==> config.mk <==
export PLATFORM = sky130hd
export DESIGN_NAME = wfx_router
export DESIGN_NICKNAME = d
export VERILOG_FILES = /design/src/rtl/wfx_pkg.sv /design/src/rtl/wfx_trap_eval.sv /design/src/rtl/wfx_syndrome_gen.sv /design/src/rtl/wfx_halt_ctl.sv /design/src/rtl/wfx_router.sv
export SDC_FILE = /design/constraint.sdc
export NUM_CORES = 1
export LEC_CHECK = 0
export BUFFER_PORTS_ARGS = -buffer_cell sky130_fd_sc_hd__buf_2
export CORE_AREA = 5 5 48 50
export DETAILED_ROUTE_END_ITERATION = 8
export DIE_AREA = 0 0 53 55
export PLACE_DENSITY = 0.74
export RECOVER_POWER = 25
export SYNTH_ARGS = -nofsm -noshare
export SYNTH_HDL_FRONTEND = slang
export SYNTH_HIERARCHICAL = 1
export SYNTH_SLANG_ARGS = --single-unit
==> constraint.sdc <==
create_clock -name clk -period 1.6 [get_ports clk]
set_clock_uncertainty 0.15 [all_clocks]
set_input_delay 0.24 -clock clk [delete_from_list [all_inputs] [get_ports clk]]
set_output_delay 0.24 -clock clk [all_outputs]
set_load 0.01 [all_outputs]
==> src/rtl/wfx_pkg.sv <==
package wfx_pkg;
  localparam int LVL_W  = 2;
  localparam int SYN_W  = 8;
  localparam int COND_W = 4;
  localparam int REW_W  = 3;
  localparam logic [COND_W-1:0] COND_ALWAYS = 4'hE;

  typedef enum logic [1:0] {
    RES_RETIRE = 2'd0,
    RES_TRAP   = 2'd1,
    RES_HALT   = 2'd2,
    RES_YIELD  = 2'd3
  } res_kind_e;
endpackage

==> src/rtl/wfx_trap_eval.sv <==
module wfx_trap_eval
  import wfx_pkg::*;
#(
  parameter int LW = LVL_W
) (
  input  logic [LW-1:0] cur_level,
  input  logic          is_mcu,
  input  logic          is_v8,
  input  logic          sec_below_top,
  input  logic          top_is_32,
  input  logic          l1_no_trap,
  input  logic          l3_no_trap,
  input  logic          hyp_trap,
  input  logic          sec_trap,
  output logic          take_trap,
  output logic [LW-1:0] target
);
  localparam logic [LW-1:0] LV0 = LW'(0);
  localparam logic [LW-1:0] LV1 = LW'(1);
  localparam logic [LW-1:0] LV2 = LW'(2);
  localparam logic [LW-1:0] LV3 = LW'(3);

  logic [LW-1:0] usr_tgt;
  logic          usr_hit;
  logic          hyp_hit;
  logic          sec_hit;

  always_comb begin
    // user-level check: the target level owns the no-trap bit
    usr_tgt = (sec_below_top && top_is_32) ? LV3 : LV1;
    usr_hit = (cur_level == LV0) && is_v8 &&
              !((usr_tgt == LV3) ? l3_no_trap : l1_no_trap);
    hyp_hit = (cur_level < LV2) && hyp_trap;
    sec_hit = (cur_level < LV3) && sec_trap;
    take_trap = 1'b0;
    target    = LV0;
    if (!is_mcu) begin
      if (usr_hit) begin
        take_trap = 1'b1;
        target    = usr_tgt;
      end else if (hyp_hit) begin
        take_trap = 1'b1;
        target    = LV2;
      end else if (sec_hit) begin
        take_trap = 1'b1;
        target    = LV3;
      end
    end
  end
endmodule

==> src/rtl/wfx_syndrome_gen.sv <==
module wfx_syndrome_gen
  import wfx_pkg::*;
#(
  parameter int SW = SYN_W,
  parameter int RW = REW_W
) (
  input  logic          insn_short,
  output logic [SW-1:0] syn,
  output logic [RW-1:0] rewind
);
  localparam int PAD_W = SW - 2 - COND_W;
  always_comb begin
    syn    = {1'b1, COND_ALWAYS, insn_short, {PAD_W{1'b0}}};
    rewind = insn_short ? RW'(2) : RW'(4);
  end
endmodule

==> src/rtl/wfx_halt_ctl.sv <==
module wfx_halt_ctl (
  input  logic clk,
  input  logic rst,
  input  logic enter,
  input  logic wake,
  output logic halted
);
  always_ff @(posedge clk) begin
    if (rst)        halted <= 1'b0;
    else if (wake)  halted <= 1'b0;
    else if (enter) halted <= 1'b1;
  end

  a_r11_wake_clears: assert property (@(posedge clk) disable iff (rst)
    (halted && wake) |=> !halted);
  a_r11_hold_idle: assert property (@(posedge clk) disable iff (rst)
    (halted && !wake) |=> halted);
endmodule

==> src/rtl/wfx_router.sv <==
module wfx_router
  import wfx_pkg::*;
(
  input  logic       clk,
  input  logic       rst,
  input  logic       req_valid,
  input  logic       req_is_event,
  input  logic [1:0] cur_level,
  input  logic       is_mcu,
  input  logic       is_v8,
  input  logic       sec_below_top,
  input  logic       top_is_32,
  input  logic       l1_no_trap,
  input  logic       l3_no_trap,
  input  logic       hyp_trap,
  input  logic       sec_trap,
  input  logic       insn_short,
  input  logic       work_pending,
  output logic       res_valid,
  output logic [1:0] res_kind,
  output logic [1:0] trap_level,
  output logic [7:0] syndrome,
  output logic [2:0] pc_rewind,
  output logic       halted
);
  logic             take_trap;
  logic [LVL_W-1:0] tgt;
  logic [SYN_W-1:0] syn_c;
  logic [REW_W-1:0] rew_c;
  res_kind_e        kind_nx;
  logic             halt_enter;

  wfx_trap_eval #(.LW(LVL_W)) u_eval (
    .cur_level(cur_level), .is_mcu(is_mcu), .is_v8(is_v8),
    .sec_below_top(sec_below_top), .top_is_32(top_is_32),
    .l1_no_trap(l1_no_trap), .l3_no_trap(l3_no_trap),
    .hyp_trap(hyp_trap), .sec_trap(sec_trap),
    .take_trap(take_trap), .target(tgt)
  );

  wfx_syndrome_gen #(.SW(SYN_W), .RW(REW_W)) u_syn (
    .insn_short(insn_short), .syn(syn_c), .rewind(rew_c)
  );

  always_comb begin
    if (req_is_event)      kind_nx = RES_YIELD;
    else if (work_pending) kind_nx = RES_RETIRE;
    else if (take_trap)    kind_nx = RES_TRAP;
    else                   kind_nx = RES_HALT;
  end

  assign halt_enter = req_valid && (kind_nx == RES_HALT);

  wfx_halt_ctl u_halt (
    .clk(clk), .rst(rst), .enter(halt_enter),
    .wake(work_pending), .halted(halted)
  );

  always_ff @(posedge clk) begin
    if (rst || !req_valid) begin
      res_valid  <= 1'b0;
      res_kind   <= RES_RETIRE;
      trap_level <= '0;
      syndrome   <= '0;
      pc_rewind  <= '0;
    end else begin
      res_valid <= 1'b1;
      res_kind  <= kind_nx;
      if (kind_nx == RES_TRAP) begin
        trap_level <= tgt;
        syndrome   <= syn_c;
        pc_rewind  <= rew_c;
      end else begin
        trap_level <= '0;
        syndrome   <= '0;
        pc_rewind  <= '0;
      end
    end
  end

  a_r1_result_follows: assert property (@(posedge clk) disable iff (rst)
    req_valid |=> res_valid);
  a_r1_no_spurious: assert property (@(posedge clk) disable iff (rst)
    !req_valid |=> !res_valid);
  a_r2_event_yields: assert property (@(posedge clk) disable iff (rst)
    (req_valid && req_is_event) |=> (res_kind == RES_YIELD));
  a_r2_event_keeps_halt: assert property (@(posedge clk) disable iff (rst)
    (req_valid && req_is_event && !work_pending) |=> $stable(halted));
  a_r3_pending_retires: assert property (@(posedge clk) disable iff (rst)
    (req_valid && !req_is_event && work_pending) |=> (res_kind == RES_RETIRE));
  a_r4_mcu_no_trap: assert property (@(posedge clk) disable iff (rst)
    (req_valid && is_mcu) |=> (res_kind != RES_TRAP));
  a_r7_top_no_trap: assert property (@(posedge clk) disable iff (rst)
    (req_valid && cur_level == 2'd3) |=> (res_kind != RES_TRAP));
  a_r9_trap_fields: assert property (@(posedge clk) disable iff (rst)
    (res_valid && res_kind == RES_TRAP) |->
      ((pc_rewind == 3'd2) == syndrome[2]) && (pc_rewind == 3'd2 || pc_rewind == 3'd4)
      && syndrome[7] && (syndrome[6:3] == 4'hE) && (trap_level != 2'd0));
  a_r10_quiet_fields: assert property (@(posedge clk) disable iff (rst)
    (res_kind != RES_TRAP) |-> (trap_level == 2'd0 && syndrome == 8'd0 && pc_rewind == 3'd0));
  a_r11_halt_with_result: assert property (@(posedge clk) disable iff (rst)
    (res_valid && res_kind == RES_HALT) |-> halted);
endmodule

==> results.rst <==
.. list-table::
   :header-rows: 1

   * - Metric
     - Value
   * - EDFF count, synth
     - 0
   * - Clock tree sinks
     - 17
   * - Portion of the clock cycle consumed by the worst path in the final layout
     - 0.882
   * - Detail-routed via count per cell
     - 4.33
   * - Design area
     - 951 um2
   * - Buffers on Ports
     - 32
   * - Startpoint-to-endpoint class of the critical path
     - in -> reg
   * - Die height
     - 55 um
   * - Slew Limit Headroom
     - 0.431
   * - Status
     - finished, final reports clean
   * - Most repeated cell in the gate-level netlist after synthesis
     - sky130_fd_sc_hd__dfxtp_1
   * - Maximum VDD drop
     - 426 uV
   * - Number of stages on the worst hold path
     - 2
   * - Largest area contributor in the netlist
     - sky130_fd_sc_hd__dfxtp_1
   * - Clock period minus worst slack
     - 1410 ps
   * - Wire length of the first global-routing pass
     - 2240 um
   * - Post-synth cell types
     - 25
   * - Main area contributors after synthesis
     - sky130_fd_sc_hd__dfxtp_1 (43%), sky130_fd_sc_hd__nor3b_2 (16%), sky130_fd_sc_hd__buf_4 (9.5%), sky130_fd_sc_hd__nand4bb_4 (3.5%), sky130_fd_sc_hd__nor3b_1 (2.8%)
   * - Count of unresolved DRC violations after routing
     - 0
   * - Critical Path Sink Type
     - register
   * - Number of max-slew violations in the final report
     - 0
   * - Count of state elements after synthesis
     - 17
   * - Nature of the critical path startpoint
     - input pin
   * - Number of nets in the layout
     - 118
   * - Cells resized by post-CTS repair
     - 0
   * - CTS buffer count
     - 3
   * - Overall overflow remaining after global route
     - 0
   * - Multi-input combinational cell area
     - 379 um2
   * - Synthesized area
     - 792 um2
   * - Slack of the worst reg-to-reg path
     - 830 ps
   * - Ant diodes
     - 0
   * - F_max
     - 0.709 GHz
   * - Sw power
     - 0.175 mW
   * - Clock Root Buffer
     - sky130_fd_sc_hd__clkbuf_4
   * - Clock edge transition at the registers on the reported setup and hold paths
     - 90 ps
   * - Overall routing resource usage
     - 0.110
   * - Initial antenna violation count
     - 0
   * - DPL Wire Length
     - 1110 um
   * - Total routed wirelength
     - 1380 um
   * - Placer's final routability congestion estimate
     - 0.624
   * - Power Internal
     - 0.568 mW
   * - Core Rows
     - 16
   * - Sequential group share of total power
     - 0.580
   * - Clock network fraction of design power
     - 0.293
   * - Part of the total power dissipated in combinational logic
     - 0.127
   * - Capture point of the critical path
     - pc_rewind[2]
   * - Critical register-to-register path endpoint
     - u_halt/halted
   * - Maximum number of pins on one net before global-route repair
     - 16
   * - Ys flop type
     - sky130_fd_sc_hd__dfxtp_1
   * - Biggest fanout along the worst timing path
     - 12
   * - Share of the yosys chip area belonging to registers
     - 0.430
   * - Area of the die
     - 0.00292 mm2
   * - Data required time of the critical path
     - 1660 ps
   * - Setup repair bufs after CTS
     - 0
   * - Depth of the most critical reg-to-reg path
     - 2
   * - Top-level port count
     - 33
   * - Critical path arrival
     - 1470 ps
   * - Start of the worst register-to-register path
     - u_halt/halted
   * - Utilization after layout
     - 0.511
   * - Crit-path max cell delay
     - 270 ps
   * - Final hold violations
     - 0
   * - Synth Area per Inst
     - 11.5 um2
   * - Count of placed standard cells including taps
     - 124
   * - Cell count after synthesis
     - 69
   * - Yosys synthesis warning count
     - 6
   * - TritonRoute pass-1 iters
     - 4
   * - Sw Share
     - 0.236
   * - RSZ-0062 raised after global routing
     - false
   * - Starting utilization of the core area
     - 0.425
   * - Final number of setup-violating endpoints
     - 0
   * - Commonest cells in the netlist
     - sky130_fd_sc_hd__dfxtp_1 (17), sky130_fd_sc_hd__buf_4 (10), sky130_fd_sc_hd__nor3b_2 (10)
   * - Slowest-stage cell, CP
     - sky130_fd_sc_hd__nand4bb_4
   * - CTS tree
     - built
   * - Post-route insts no fill
     - 128
   * - Filler cells
     - 174
   * - FF/Latch Area
     - 340 um2
   * - Via Count
     - 554
   * - DP Area
     - 932 um2
   * - Routed wire length per instance
     - 10.7 um
   * - Yosys top cell area share
     - 0.430
   * - Power Dens Cells
     - 782 mW/mm2
   * - Worst Setup SP
     - cur_level[0]
   * - Number of violations of the max-capacitance limit
     - 0
   * - Kind of path behind the tightest hold check
     - in -> reg
   * - Post-synth ARST share
     - 0
   * - Max clock buf depth
     - 2
   * - Ordered list of cells on the worst path
     - buf_2 -> or2b_1 -> a21o_1 -> nand2_1 -> nand4bb_4 -> nor3b_2
   * - Via count of the first global-routing pass
     - 537
   * - DRT iter0 DRCs
     - 2
   * - Count of hold buffers inserted by post-cts repair
     - 0
   * - Fraction of layout cells with a size suffix above 1
     - 0.455
   * - Layout area overhead
     - 20.1%
   * - H-tree levels
     - 1
   * - Standby leakage power
     - 0.409 nW
   * - Source-to-sink clock delay at the later pin of the worst-skew pair
     - 280 ps
   * - Die Width
     - 53 um
   * - Area of the core
     - 0.00186 mm2
   * - Min Hold Slack
     - 35.4 ps
   * - Transition time at the pin with the least slew margin
     - 853 ps
   * - Routed Antenna Nets
     - 0
==> worst max-delay path: cells and delay by family <==
family / cells / cell delay, ps
AND/OR/NAND/NOR: 4 / 920
AO/OA/AOI/OAI: 1 / 190
buffers and inverters: 1 / 120
==> cells in the final DEF (no fill, tap or decap), types with 2 or more instances in the layout <==
| cell | Yosys | layout |
|---|---|---|
| sky130_fd_sc_hd__nor3b_1 | 3 | 3 |
| sky130_fd_sc_hd__dfxtp_1 | 17 | 17 |
| sky130_fd_sc_hd__buf_2 | 1 | 25 |
| sky130_fd_sc_hd__o21a_1 | 2 | 2 |
| sky130_fd_sc_hd__clkbuf_4 | 0 | 3 |
| sky130_fd_sc_hd__nor2_1 | 4 | 4 |
| sky130_fd_sc_hd__nor2b_1 | 2 | 2 |
| sky130_fd_sc_hd__nand3_1 | 2 | 2 |
| sky130_fd_sc_hd__clkbuf_1 | 0 | 7 |
| sky130_fd_sc_hd__nor3b_2 | 10 | 10 |
| sky130_fd_sc_hd__nand2_1 | 2 | 2 |
| sky130_fd_sc_hd__buf_4 | 10 | 2 |
| sky130_fd_sc_hd__conb_1 | 2 | 8 |
==> through the flow <==
step           total power [mW]  setup WS [ps]  TNS [ps]
6_report                  0.744            189         0
5_1_grt                   0.790           79.9         0
4_1_cts                   0.761            195         0
3_5_place_dp              0.536           -121      -838
3_3_place_gp              0.534          -44.5      -333
2_1_floorplan             0.512            157         0
==> final cells by class <==
cell class	count	area share
clock buffer	3	0.0237
multi-input combinational	45	0.399
sequential	17	0.358
clock inverter	1	0.00526
timing repair buffer	34	0.175
inverter	1	0.00395
tap	27	0.0355
==> sequential cells by signal (all words and copies together), names as in the netlist <==
signal,flops
pc_rewind,3
res_kind,2
res_valid,1
syndrome,8
trap_level,2
u_halt/halted,1
==> worst min path at each step <==
stage	startpoint	endpoint	slack [ps]
6_report	work_pending	u_halt/halted	40
3_5_place_dp	work_pending	u_halt/halted	330
2_1_floorplan	work_pending	u_halt/halted	160
3_3_place_gp	work_pending	u_halt/halted	320
5_1_grt	work_pending	u_halt/halted	30
4_1_cts	work_pending	u_halt/halted	20
==> power by group through the flow <==
stage                     registers (mW)  clock network [mW]  logic, mW
after floorplan                    0.445                   0     0.0673
after global placement             0.441                   0     0.0932
after detailed placement           0.441                   0     0.0956
after CTS                          0.431               0.234     0.0959
after global routing               0.432               0.253      0.105
final                              0.431               0.218     0.0946
==> metal layers <==
metal	vias up	GRT usage	wire, um
met1	242	0.133	571
met5	-	0	0
li1	287	-	-
met3	2	0.0349	135
met2	23	0.171	660
met4	0	0.0638	8
==> kinds of logic after synthesis <==
kind of cell,after synthesis,share of synthesized area
other,2,0.00948
buffers and inverters,13,0.120
muxes,1,0.0126
DFF,17,0.430
and+or+nand+nor,29,0.346
AOI/OAI and AO/OA,7,0.0822
No activity file was read; power rests on OpenSTA's default activity.
